[src/rtl/scm_pkg.sv]
package scm_pkg;
    localparam int SLOT_W        = 5;
    localparam int BIT_W         = 3;
    localparam int NSLOT         = 1 << SLOT_W;
    localparam int T1_LAST_SLOT  = 23;
    localparam int LAST_BIT      = (1 << BIT_W) - 1;

    typedef struct packed {
        logic              fbit;
        logic [SLOT_W-1:0] slot;
        logic [BIT_W-1:0]  bitn;
        logic [BIT_W-1:0]  oct;
    } pos_t;
endpackage

[src/rtl/scm_position.sv]
module scm_position
    import scm_pkg::*;
(
    input  logic clk,
    input  logic rst_n,
    input  logic adv,
    input  logic fs,
    input  logic is_e1,
    output pos_t cur
);
    pos_t pos_q, pos_d, nxt;

    always_comb begin
        cur = pos_q;
        if (fs) begin
            cur.fbit = ~is_e1;
            cur.slot = '0;
            cur.bitn = '0;
            cur.oct  = '0;
        end
        nxt     = cur;
        nxt.oct = cur.oct + 1'b1;
        if (cur.fbit) begin
            nxt.fbit = 1'b0;
            nxt.slot = '0;
            nxt.bitn = '0;
        end else if (cur.bitn == BIT_W'(LAST_BIT)) begin
            nxt.bitn = '0;
            if (!is_e1 && cur.slot == SLOT_W'(T1_LAST_SLOT)) begin
                nxt.fbit = 1'b1;
                nxt.slot = '0;
            end else begin
                nxt.slot = cur.slot + 1'b1;
            end
        end else begin
            nxt.bitn = cur.bitn + 1'b1;
        end
        pos_d = adv ? nxt : pos_q;
    end

    always_ff @(posedge clk) begin
        if (!rst_n) begin
            pos_q      <= '0;
            pos_q.fbit <= 1'b1;
        end else begin
            pos_q <= pos_d;
        end
    end
endmodule

[src/rtl/scm_table.sv]
module scm_table
    import scm_pkg::*;
#(
    parameter int NCH = 8,
    parameter int CHW = 3
) (
    input  logic              clk,
    input  logic              rst_n,
    input  logic              commit,
    input  logic              wr,
    input  logic [SLOT_W-1:0] wr_slot,
    input  logic              wr_en,
    input  logic [CHW-1:0]    wr_ch,
    input  logic              fmt_wr,
    input  logic [CHW-1:0]    fmt_ch,
    input  logic              fmt_56,
    input  logic [SLOT_W-1:0] rd_slot,
    output logic              rd_en,
    output logic [CHW-1:0]    rd_ch,
    output logic              rd_56
);
    typedef struct packed {
        logic [NSLOT-1:0]          p_en;
        logic [NSLOT-1:0][CHW-1:0] p_ch;
        logic [NCH-1:0]            p_f;
        logic [NSLOT-1:0]          a_en;
        logic [NSLOT-1:0][CHW-1:0] a_ch;
        logic [NCH-1:0]            a_f;
    } tbl_t;

    tbl_t tbl_q, tbl_d;

    always_comb begin
        tbl_d = tbl_q;
        if (wr) begin
            tbl_d.p_en[wr_slot] = wr_en;
            tbl_d.p_ch[wr_slot] = wr_ch;
        end
        if (fmt_wr) begin
            tbl_d.p_f[fmt_ch] = fmt_56;
        end
        if (commit) begin
            tbl_d.a_en = tbl_d.p_en;
            tbl_d.a_ch = tbl_d.p_ch;
            tbl_d.a_f  = tbl_d.p_f;
        end
    end

    always_ff @(posedge clk) begin
        if (!rst_n) tbl_q <= '0;
        else        tbl_q <= tbl_d;
    end

    assign rd_en = tbl_q.a_en[rd_slot];
    assign rd_ch = tbl_q.a_ch[rd_slot];
    assign rd_56 = tbl_q.a_f[rd_ch];
endmodule

[src/rtl/slot_chan_mapper.sv]
module slot_chan_mapper
    import scm_pkg::*;
#(
    parameter  int NCH = 8,
    localparam int CHW = $clog2(NCH)
) (
    input  logic              clk,
    input  logic              rst_n,
    input  logic              cfg_e1,
    input  logic              cfg_clear,
    input  logic              tbl_wr,
    input  logic [SLOT_W-1:0] tbl_slot,
    input  logic              tbl_en,
    input  logic [CHW-1:0]    tbl_chan,
    input  logic              fmt_wr,
    input  logic [CHW-1:0]    fmt_chan,
    input  logic              fmt_56,
    input  logic              rx_bit,
    input  logic              rx_valid,
    input  logic              rx_fs,
    output logic              out_valid,
    output logic [CHW-1:0]    out_chan,
    output logic              out_bit,
    output logic              out_octet
);
    typedef struct packed {
        logic           valid;
        logic [CHW-1:0] chan;
        logic           dbit;
        logic           octet;
        logic           e1;
        logic           clear;
    } st_t;

    st_t  st_q, st_d;
    pos_t cur;
    logic commit, eff_e1, eff_clear;
    logic rd_en, rd_56;
    logic [CHW-1:0] rd_ch;
    logic drop_pos;

    logic mode_clear_q, mode_e1_q;
    logic [SLOT_W-1:0] cur_slot;

    assign commit    = rx_valid & rx_fs;
    assign eff_e1    = commit ? cfg_e1    : st_q.e1;
    assign eff_clear = commit ? cfg_clear : st_q.clear;

    scm_position u_pos (
        .clk   (clk),
        .rst_n (rst_n),
        .adv   (rx_valid),
        .fs    (commit),
        .is_e1 (eff_e1),
        .cur   (cur)
    );

    scm_table #(.NCH(NCH), .CHW(CHW)) u_tbl (
        .clk     (clk),
        .rst_n   (rst_n),
        .commit  (commit),
        .wr      (tbl_wr),
        .wr_slot (tbl_slot),
        .wr_en   (tbl_en),
        .wr_ch   (tbl_chan),
        .fmt_wr  (fmt_wr),
        .fmt_ch  (fmt_chan),
        .fmt_56  (fmt_56),
        .rd_slot (cur.slot),
        .rd_en   (rd_en),
        .rd_ch   (rd_ch),
        .rd_56   (rd_56)
    );

    // framing positions in channelised mode: T1 framing bit, E1 slot 0
    assign drop_pos = cur.fbit | (eff_e1 & (cur.slot == '0));

    always_comb begin
        st_d       = '0;
        st_d.e1    = eff_e1;
        st_d.clear = eff_clear;
        if (rx_valid) begin
            if (eff_clear) begin
                st_d.valid = 1'b1;
                st_d.dbit  = rx_bit;
                st_d.octet = (cur.oct == '0);
            end else if (!drop_pos && rd_en &&
                         !(rd_56 && cur.bitn == BIT_W'(LAST_BIT))) begin
                st_d.valid = 1'b1;
                st_d.chan  = rd_ch;
                st_d.dbit  = rx_bit;
                st_d.octet = (cur.bitn == '0);
            end
        end
    end

    always_ff @(posedge clk) begin
        if (!rst_n) st_q <= '0;
        else        st_q <= st_d;
    end

    assign out_valid    = st_q.valid;
    assign out_chan     = st_q.chan;
    assign out_bit      = st_q.dbit;
    assign out_octet    = st_q.octet;
    assign mode_clear_q = st_q.clear;
    assign mode_e1_q    = st_q.e1;
    assign cur_slot     = cur.slot;
endmodule

[config.mk]
export PLATFORM = sky130hd
export DESIGN_NAME = slot_chan_mapper
export DESIGN_NICKNAME = d
export VERILOG_FILES = /design/src/rtl/scm_pkg.sv /design/src/rtl/scm_position.sv /design/src/rtl/scm_table.sv /design/src/rtl/slot_chan_mapper.sv
export SDC_FILE = /design/constraint.sdc
export NUM_CORES = 1
export LEC_CHECK = 0
export ABC_AREA = 1
export BUFFER_PORTS_ARGS = -buffer_cell sky130_fd_sc_hd__buf_2
export CORE_MARGIN = 1.5
export CORE_UTILIZATION = 62
export DETAILED_ROUTE_END_ITERATION = 6
export PLACE_DENSITY = 0.86
export SYNTH_ARGS = -nofsm -noshare
export SYNTH_HDL_FRONTEND = slang
export SYNTH_SLANG_ARGS = --single-unit
[constraint.sdc]
create_clock -name clk -period 2.7 [get_ports clk]
set_input_delay 0 -clock clk [delete_from_list [all_inputs] [get_ports clk]]
set_output_delay 0 -clock clk [all_outputs]
set_load 0.02 [all_outputs]
==> results.ini, run 1 <==
[detailed_routing]
totalWireLength_um = 32200
avgViaCountPerCell = 5.72
wl_per_cell_um = 16.5
vias = 11162
drt_iter0_markers = 1226
drc = 0
drt_first_pass_iters = 6
drtAntennaViolNets = 0

[yosys]
yosys-top-cells-area = dfxtp_1, nand2_1, nor2_1
ys_seq_elements = 292
syn_inst = 1667
ys_seq_area_frac = 0.478
synth_nets = 1696
synth_top_area_share = 0.478
synth_top_cell_by_area = dfxtp_1
yosys_warnings = 0
syn_area_sq_um = 12200
ys_types = 29
syn_area_per_cell_sq_um = 7.33

[pwr]
p_switching_mw = 2.19
finalPower_mw = 9.28
powerDensity_nw_per_um2 = 683
power.leakage_nw = 6.34
pwr-share-seq = 0.490
swShare = 0.236
p_int_mw = 7.09
p_comb_frac = 0.068
max-vdd-ir-drop_mv = 0.481
clockPowerShare = 0.442

[sta]
setup_slack_ps = 329
fin_skew_ps = 12.8
rsz0062_at_grt = no
hold_viol = 0
finalCritPeriodShare = 0.878
worst_slew_pin_slew_ps = 783
timing.fmax_mhz = 422
relSlewSlack = 0.478
setup_viol = 0
tns_ps = 0
fin_crit_ps = 2370
slew_violations = 0

[clock_network]
clk_latency_ps = 550
cts_root_buf = clkbuf_16
clock_sinks = 292
cts_tree = done
clockBufferDepth = 3
postCtsSetupBuffers = 0
cts.htree.levels = 1
cts_resized = 0
cts_buffers = 30
path_clk_slew_ps = 60
postCtsHoldBufs = 14

[die]
start_util = 0.630
die_h_um = 143
core-area_sq_um = 19400
die_area_sq_um = 20600
die_w_um = 143
num_io_pins = 28
rows = 51

[worst_setup_path]
slowest_delay_ps = 540
cp_top_family = buffers and inverters
timing.rr.end = out_chan[0]
worstSetupEndpointType = flip-flop
crit_path_start_kind = input pin
cp_data_arrival_time_ps = 2860
ff2ff_path_depth = 12
rrSetupSlack_ps = 370
startpoint = rx_valid
cp_data_required_time_ps = 3190
path_depth = 15
crit_chain = dlygate4sd3_1 > buf_2 > nand2_4 > nand2_4 > inv_1 > buf_4 > buf_4 > nand2_1 > a32oi_1 > nand2_1 > nand3_1 > nand4_1 > a21oi_1 > nand4_1 > nor2_1
cpMaxStageDelayCell = dlygate4sd3_1
rr_startpoint = u_pos.pos_q[6]
critPathKind = input pin to flip-flop
worst-path-max-fanout = 18
cp_num_buf_inv = 5
critPathCapture = out_chan[0]

[layout]
most-common-layout-cells = nand2_1, dfxtp_1, nor2_1, inv_1, nand3_1
syn2layout_area_growth_pct = 11.2
antenna_cells = 0
final_nets = 1693
drive_above_1_share = 0.0688
mostFrequentLayoutCell = nand2_1

[global_routing]
grt_pass1_vias = 10080
grt_usage = 0.311
grt_max_degree = 148
antenna_found_initial = 0
grt_overflow = 0
grt_first_pass_wirelength_um = 51100

[run]
max-cap-violations = 0

[place]
gp_congestion = 0.977
pre_cts_ws_ps = 396
hpwlAfterDp_um = 19300
portBuffers = 27

[outcome]
status = complete, no violations

[worst_hold_path]
hold_class = input pin to flip-flop

synthesized netlist by cell type, drive strengths merged:
master  count
a21oi     123
a32oi       5
buf        32
clkbuf     70
dfxtp     292
ha          7
inv       185
mux2i       8
nand2     351
nand3     129
nand3b      4
nand4       3
nor2      255
nor3       15
nor3b       1
o211ai    121
o21a        1
o21ai      62
or2         1
xor2        2
registers in the layout (all words and copies together) (netlist names):
signal        flops
u_tbl.tbl_q     272
u_pos.pos_q      12
out_chan          3
mode_clear_q      1
mode_e1_q         1
out_bit           1
out_octet         1
out_valid         1
worst min-delay path by stage:
stage / slack, ps / startpoint / end / cells after the start
2_1_floorplan: 90 / rx_valid / u_pos.pos_q[0] / 1
3_3_place_gp: 220 / rx_bit / out_bit / 3
3_5_place_dp: 230 / rx_bit / out_bit / 3
5_1_grt: 40 / rst_n / u_tbl.tbl_q[239] / 3
6_report: 9 / rst_n / u_tbl.tbl_q[253] / 3
4_1_cts: 20 / rst_n / u_tbl.tbl_q[239] / 3
cell families (layout without fill, tap and decap cells):
logic type                 count (synthesis)  in the layout  share of synthesized area
DFF                                      292            292                      0.478
buffers and inverters                    287            306                     0.0977
AOI/OAI and AO/OA                        312            312                      0.154
and+or+nand+nor                          759            759                      0.254
xor gates and xnor gates                   2              2                    0.00143
adders and majority gates                  7              7                    0.00717
muxes                                      8              8                    0.00655
per-layer routing:
layer  part of all wire  vias to the layer above  GRT usage  wire, um
met5                  0                        -          0         0
met4              0.044                        0      0.135      1430
met3              0.084                      113     0.0457      2700
met2               0.46                      548      0.505     14800
met1               0.41                     5112      0.412     13300
li1                   -                     5389          -         -
metrics by stage:
| stage | cell area (sq um) | utilization | cells | hold WS [ps] |
|---|---|---|---|---|
| floorplan | 12200 | - | 1667 | 94.1 |
| global route | 13600 | 0.700 | 1951 | 36.7 |
| CTS | 13600 | 0.700 | 1951 | 17.8 |
| global placement | 12400 | 0.641 | 1883 | 225 |
| detailed placement | 12400 | 0.641 | 1883 | 231 |
| finish | 13600 | 0.700 | 1951 | 8.97 |
final cells by class:
| type | count | area [sq um] |
|---|---|---|
| clock inverter | 9 | 81.3 |
| timing repair buffer | 67 | 523 |
| sequential | 292 | 5850 |
| tap | 265 | 332 |
| clock buffer | 45 | 918 |
| inverter | 185 | 704 |
| fill | 1532 | 5820 |
| multi-input combinational | 1088 | 5180 |
power by group through the flow:
stage                     sequential [mW]  combinational (mW)  clock, mW
after global placement               4.63               0.581          0
after CTS                            4.54               0.617       4.12
after floorplan                      4.60               0.433          0
final                                4.55               0.633       4.10
after detailed placement             4.63               0.597          0
after global routing                 4.55               0.697       4.30
worst min-delay path: stages:
cell,delay [ps]
buf_4,110
inv_4,230
nor2_1,170
Note: power is estimated with default switching activity, not from simulation.
==> run 2: changes to the inputs <==
- SYNTH_HIERARCHICAL: not set -> 1
==> results.ini, run 2 <==
[clock_network]
cts_root_buf = clkbuf_16
path_clk_slew_ps = 60
cts.htree.levels = 1
clk_latency_ps = 570
cts_buffers = 30
clockBufferDepth = 3
cts_tree = done
clock_sinks = 292

[sta]
tns_ps = 0
rsz0062_at_grt = no
finalCritPeriodShare = 0.947
hold_viol = 0
worst_slew_pin_slew_ps = 1080
fin_crit_ps = 2560
setup_slack_ps = 142
relSlewSlack = 0.283
timing.fmax_mhz = 391
setup_viol = 0
slew_violations = 0
fin_skew_ps = 25.1
timing.hold.ws_ps = 14.8

[layout]
top_register = u_tbl/tbl_q
syn2layout_area_growth_pct = 14.1
utilization = 0.717
mostFrequentLayoutCell = nor2_1
drive_above_1_share = 0.0890
final_nets = 1711
most-common-layout-cells = nor2_1, nand2_1, dfxtp_1, inv_1, a21oi_1
largest_reg_flops = 272
antenna_cells = 0

[pwr]
powerDensity_nw_per_um2 = 676
max-vdd-ir-drop_mv = 0.518
power.leakage_nw = 6.57

[yosys]
synth_flop_cell = dfxtp_1
ys_seq_area_frac = 0.479
syn_area_sq_um = 12200
syn_inst = 1666
ys_seq_elements = 292
ys_top_cells_by_count = nor2_1, nand2_1, dfxtp_1
synth_top_cell_by_area = dfxtp_1
yosys-top-cells-area = dfxtp_1, nor2_1, nand2_1
synth_xor_area_frac = 0
synthArstFlopShare = 0
yosys_warnings = 6
synth.most_common_cell = nor2_1
synth_top_area_share = 0.479
synth_edf_count = 0
ys_types = 39
synth_fa_ha_area_frac = 0.00410
synth_nets = 1692
synth_top_family_by_area = simple AND/OR/NAND/NOR gates
synthSimpleGateAreaFrac = 0.243
synthMuxAreaShare = 0.00657
synth_compound_area_frac = 0.175
syn_area_per_cell_sq_um = 7.32

[detailed_routing]
avgViaCountPerCell = 5.70
wl_per_cell_um = 16.3
drtAntennaViolNets = 0
vias = 11255
drc = 0
totalWireLength_um = 32100
drt_iter0_markers = 1224
drt_first_pass_iters = 5

[global_routing]
grt_overflow = 0
grt_pass1_vias = 10501
grt_usage = 0.310
grt_max_degree = 113
antenna_found_initial = 0
grt_first_pass_wirelength_um = 51300

[die]
core-area_sq_um = 19400
die_h_um = 143
rows = 51
die_area_sq_um = 20500
die_w_um = 143
num_io_pins = 28
start_util = 0.629

[run]
max-cap-violations = 0

[outcome]
status = complete, no violations

[place]
pre_cts_ws_ps = 149
portBuffers = 27
gp_congestion = 0.866
hpwlAfterDp_um = 18900

[worst_hold_path]
hold_class = input pin to flip-flop
hold_path_startpoint = tbl_slot[4]

[worst_setup_path]
worst-path-max-fanout = 11
worstSetupEndpointType = flip-flop
critPathKind = input pin to flip-flop
cp_data_required_time_ps = 3170
crit_path_start_kind = input pin
startpoint = rx_fs
cp_data_arrival_time_ps = 3030
rr_startpoint = u_pos/pos_q[6]

run 2: cell types whose count changed in the layout (fill, tap and decap cells not counted), moves of 5 or more:
| cell | previous run | this run |
|---|---|---|
| nor2_1 | 254 | 313 |
| nand3_1 | 126 | 71 |
| nand2_1 | 346 | 305 |
| a21oi_1 | 123 | 144 |
| o221ai_1 | 0 | 10 |
| o211ai_1 | 121 | 130 |
| nand2_2 | 1 | 9 |
| o21ai_0 | 62 | 54 |
| clkbuf_8 | 9 | 3 |
| dlygate4sd3_1 | 14 | 20 |
| nor3_1 | 15 | 9 |
| inv_1 | 181 | 176 |
run 2: layer usage:
layer,wire length [um],share of wire,track usage
met1,13400,0.42,0.407
met2,14800,0.46,0.509
met3,2830,0.088,0.0490
met4,1040,0.032,0.129
met5,0,0,0
run 2: worst max-delay path: stages:
cell	delay (ps)
dlygate4sd3_1	540
buf_2	140
nand2_2	110
inv_8	110
inv_8	30
nand2_1	110
inv_4	90
inv_4	130
buf_6	170
buf_4	150
nand2_1	60
a22o_1	190
a21oi_1	120
o21ai_0	200
a32oi_1	330
nand2_1	160
nor2_4	160
nand3_1	90
a21oi_1	150
run 2: cell type report:
class	instances	area [sq um]
Tap cell	265	332
Inverter	188	742
Clock inverter	19	215
Fill cell	1452	5490
Timing Repair Buffer	84	737
Clock buffer	36	803
Multi-Input combinational cell	1089	5240
Sequential cell	292	5850
run 2: timing repair:
action                                  in CTS  in global routing
setup buffers                                0                  0
gates resized for setup                      0                 10
hold buffers                                20                  0
endpoints found under the setup margin       0                  6
hold endpoints to repair                    66                  0
run 2: cell families (layout without fill, tap and decap cells):
kind of cell / count (synthesis) / count (layout)
adders and majority gates: 4 / 4
and+or+nand+nor: 728 / 728
buffers and inverters: 285 / 327
muxes: 8 / 8
AOI/OAI and AO/OA: 349 / 349
DFF: 292 / 292
run 2: path summary, 6_finish.rpt:
check | cells past startpoint | slack [ps] | endpoint
worst max-delay path | 19 | 140 | out_octet
worst min-delay path | 5 | 10 | u_tbl/tbl_q[190]
worst max register to register | 14 | 180 | out_octet
worst min register to register | 2 | 450 | u_pos/pos_q[1]
run 2: report_power, final:
part	internal [mW]	total [mW]	switching (mW)
Combinational	0.209	0.638	0.429
Clock	2.50	4.22	1.72
Sequential	4.45	4.54	0.0917
Total	7.16	9.40	2.24
run 2: metrics by stage:
step                      instance area, sq um  std cells  total power [mW]
after global routing                     13900       1973              9.69
after CTS                                13800       1971              9.41
after detailed placement                 12600       1896              5.23
after floorplan                          12200       1666              5.03
final                                    13900       1973              9.40
after global placement                   12600       1896              5.20
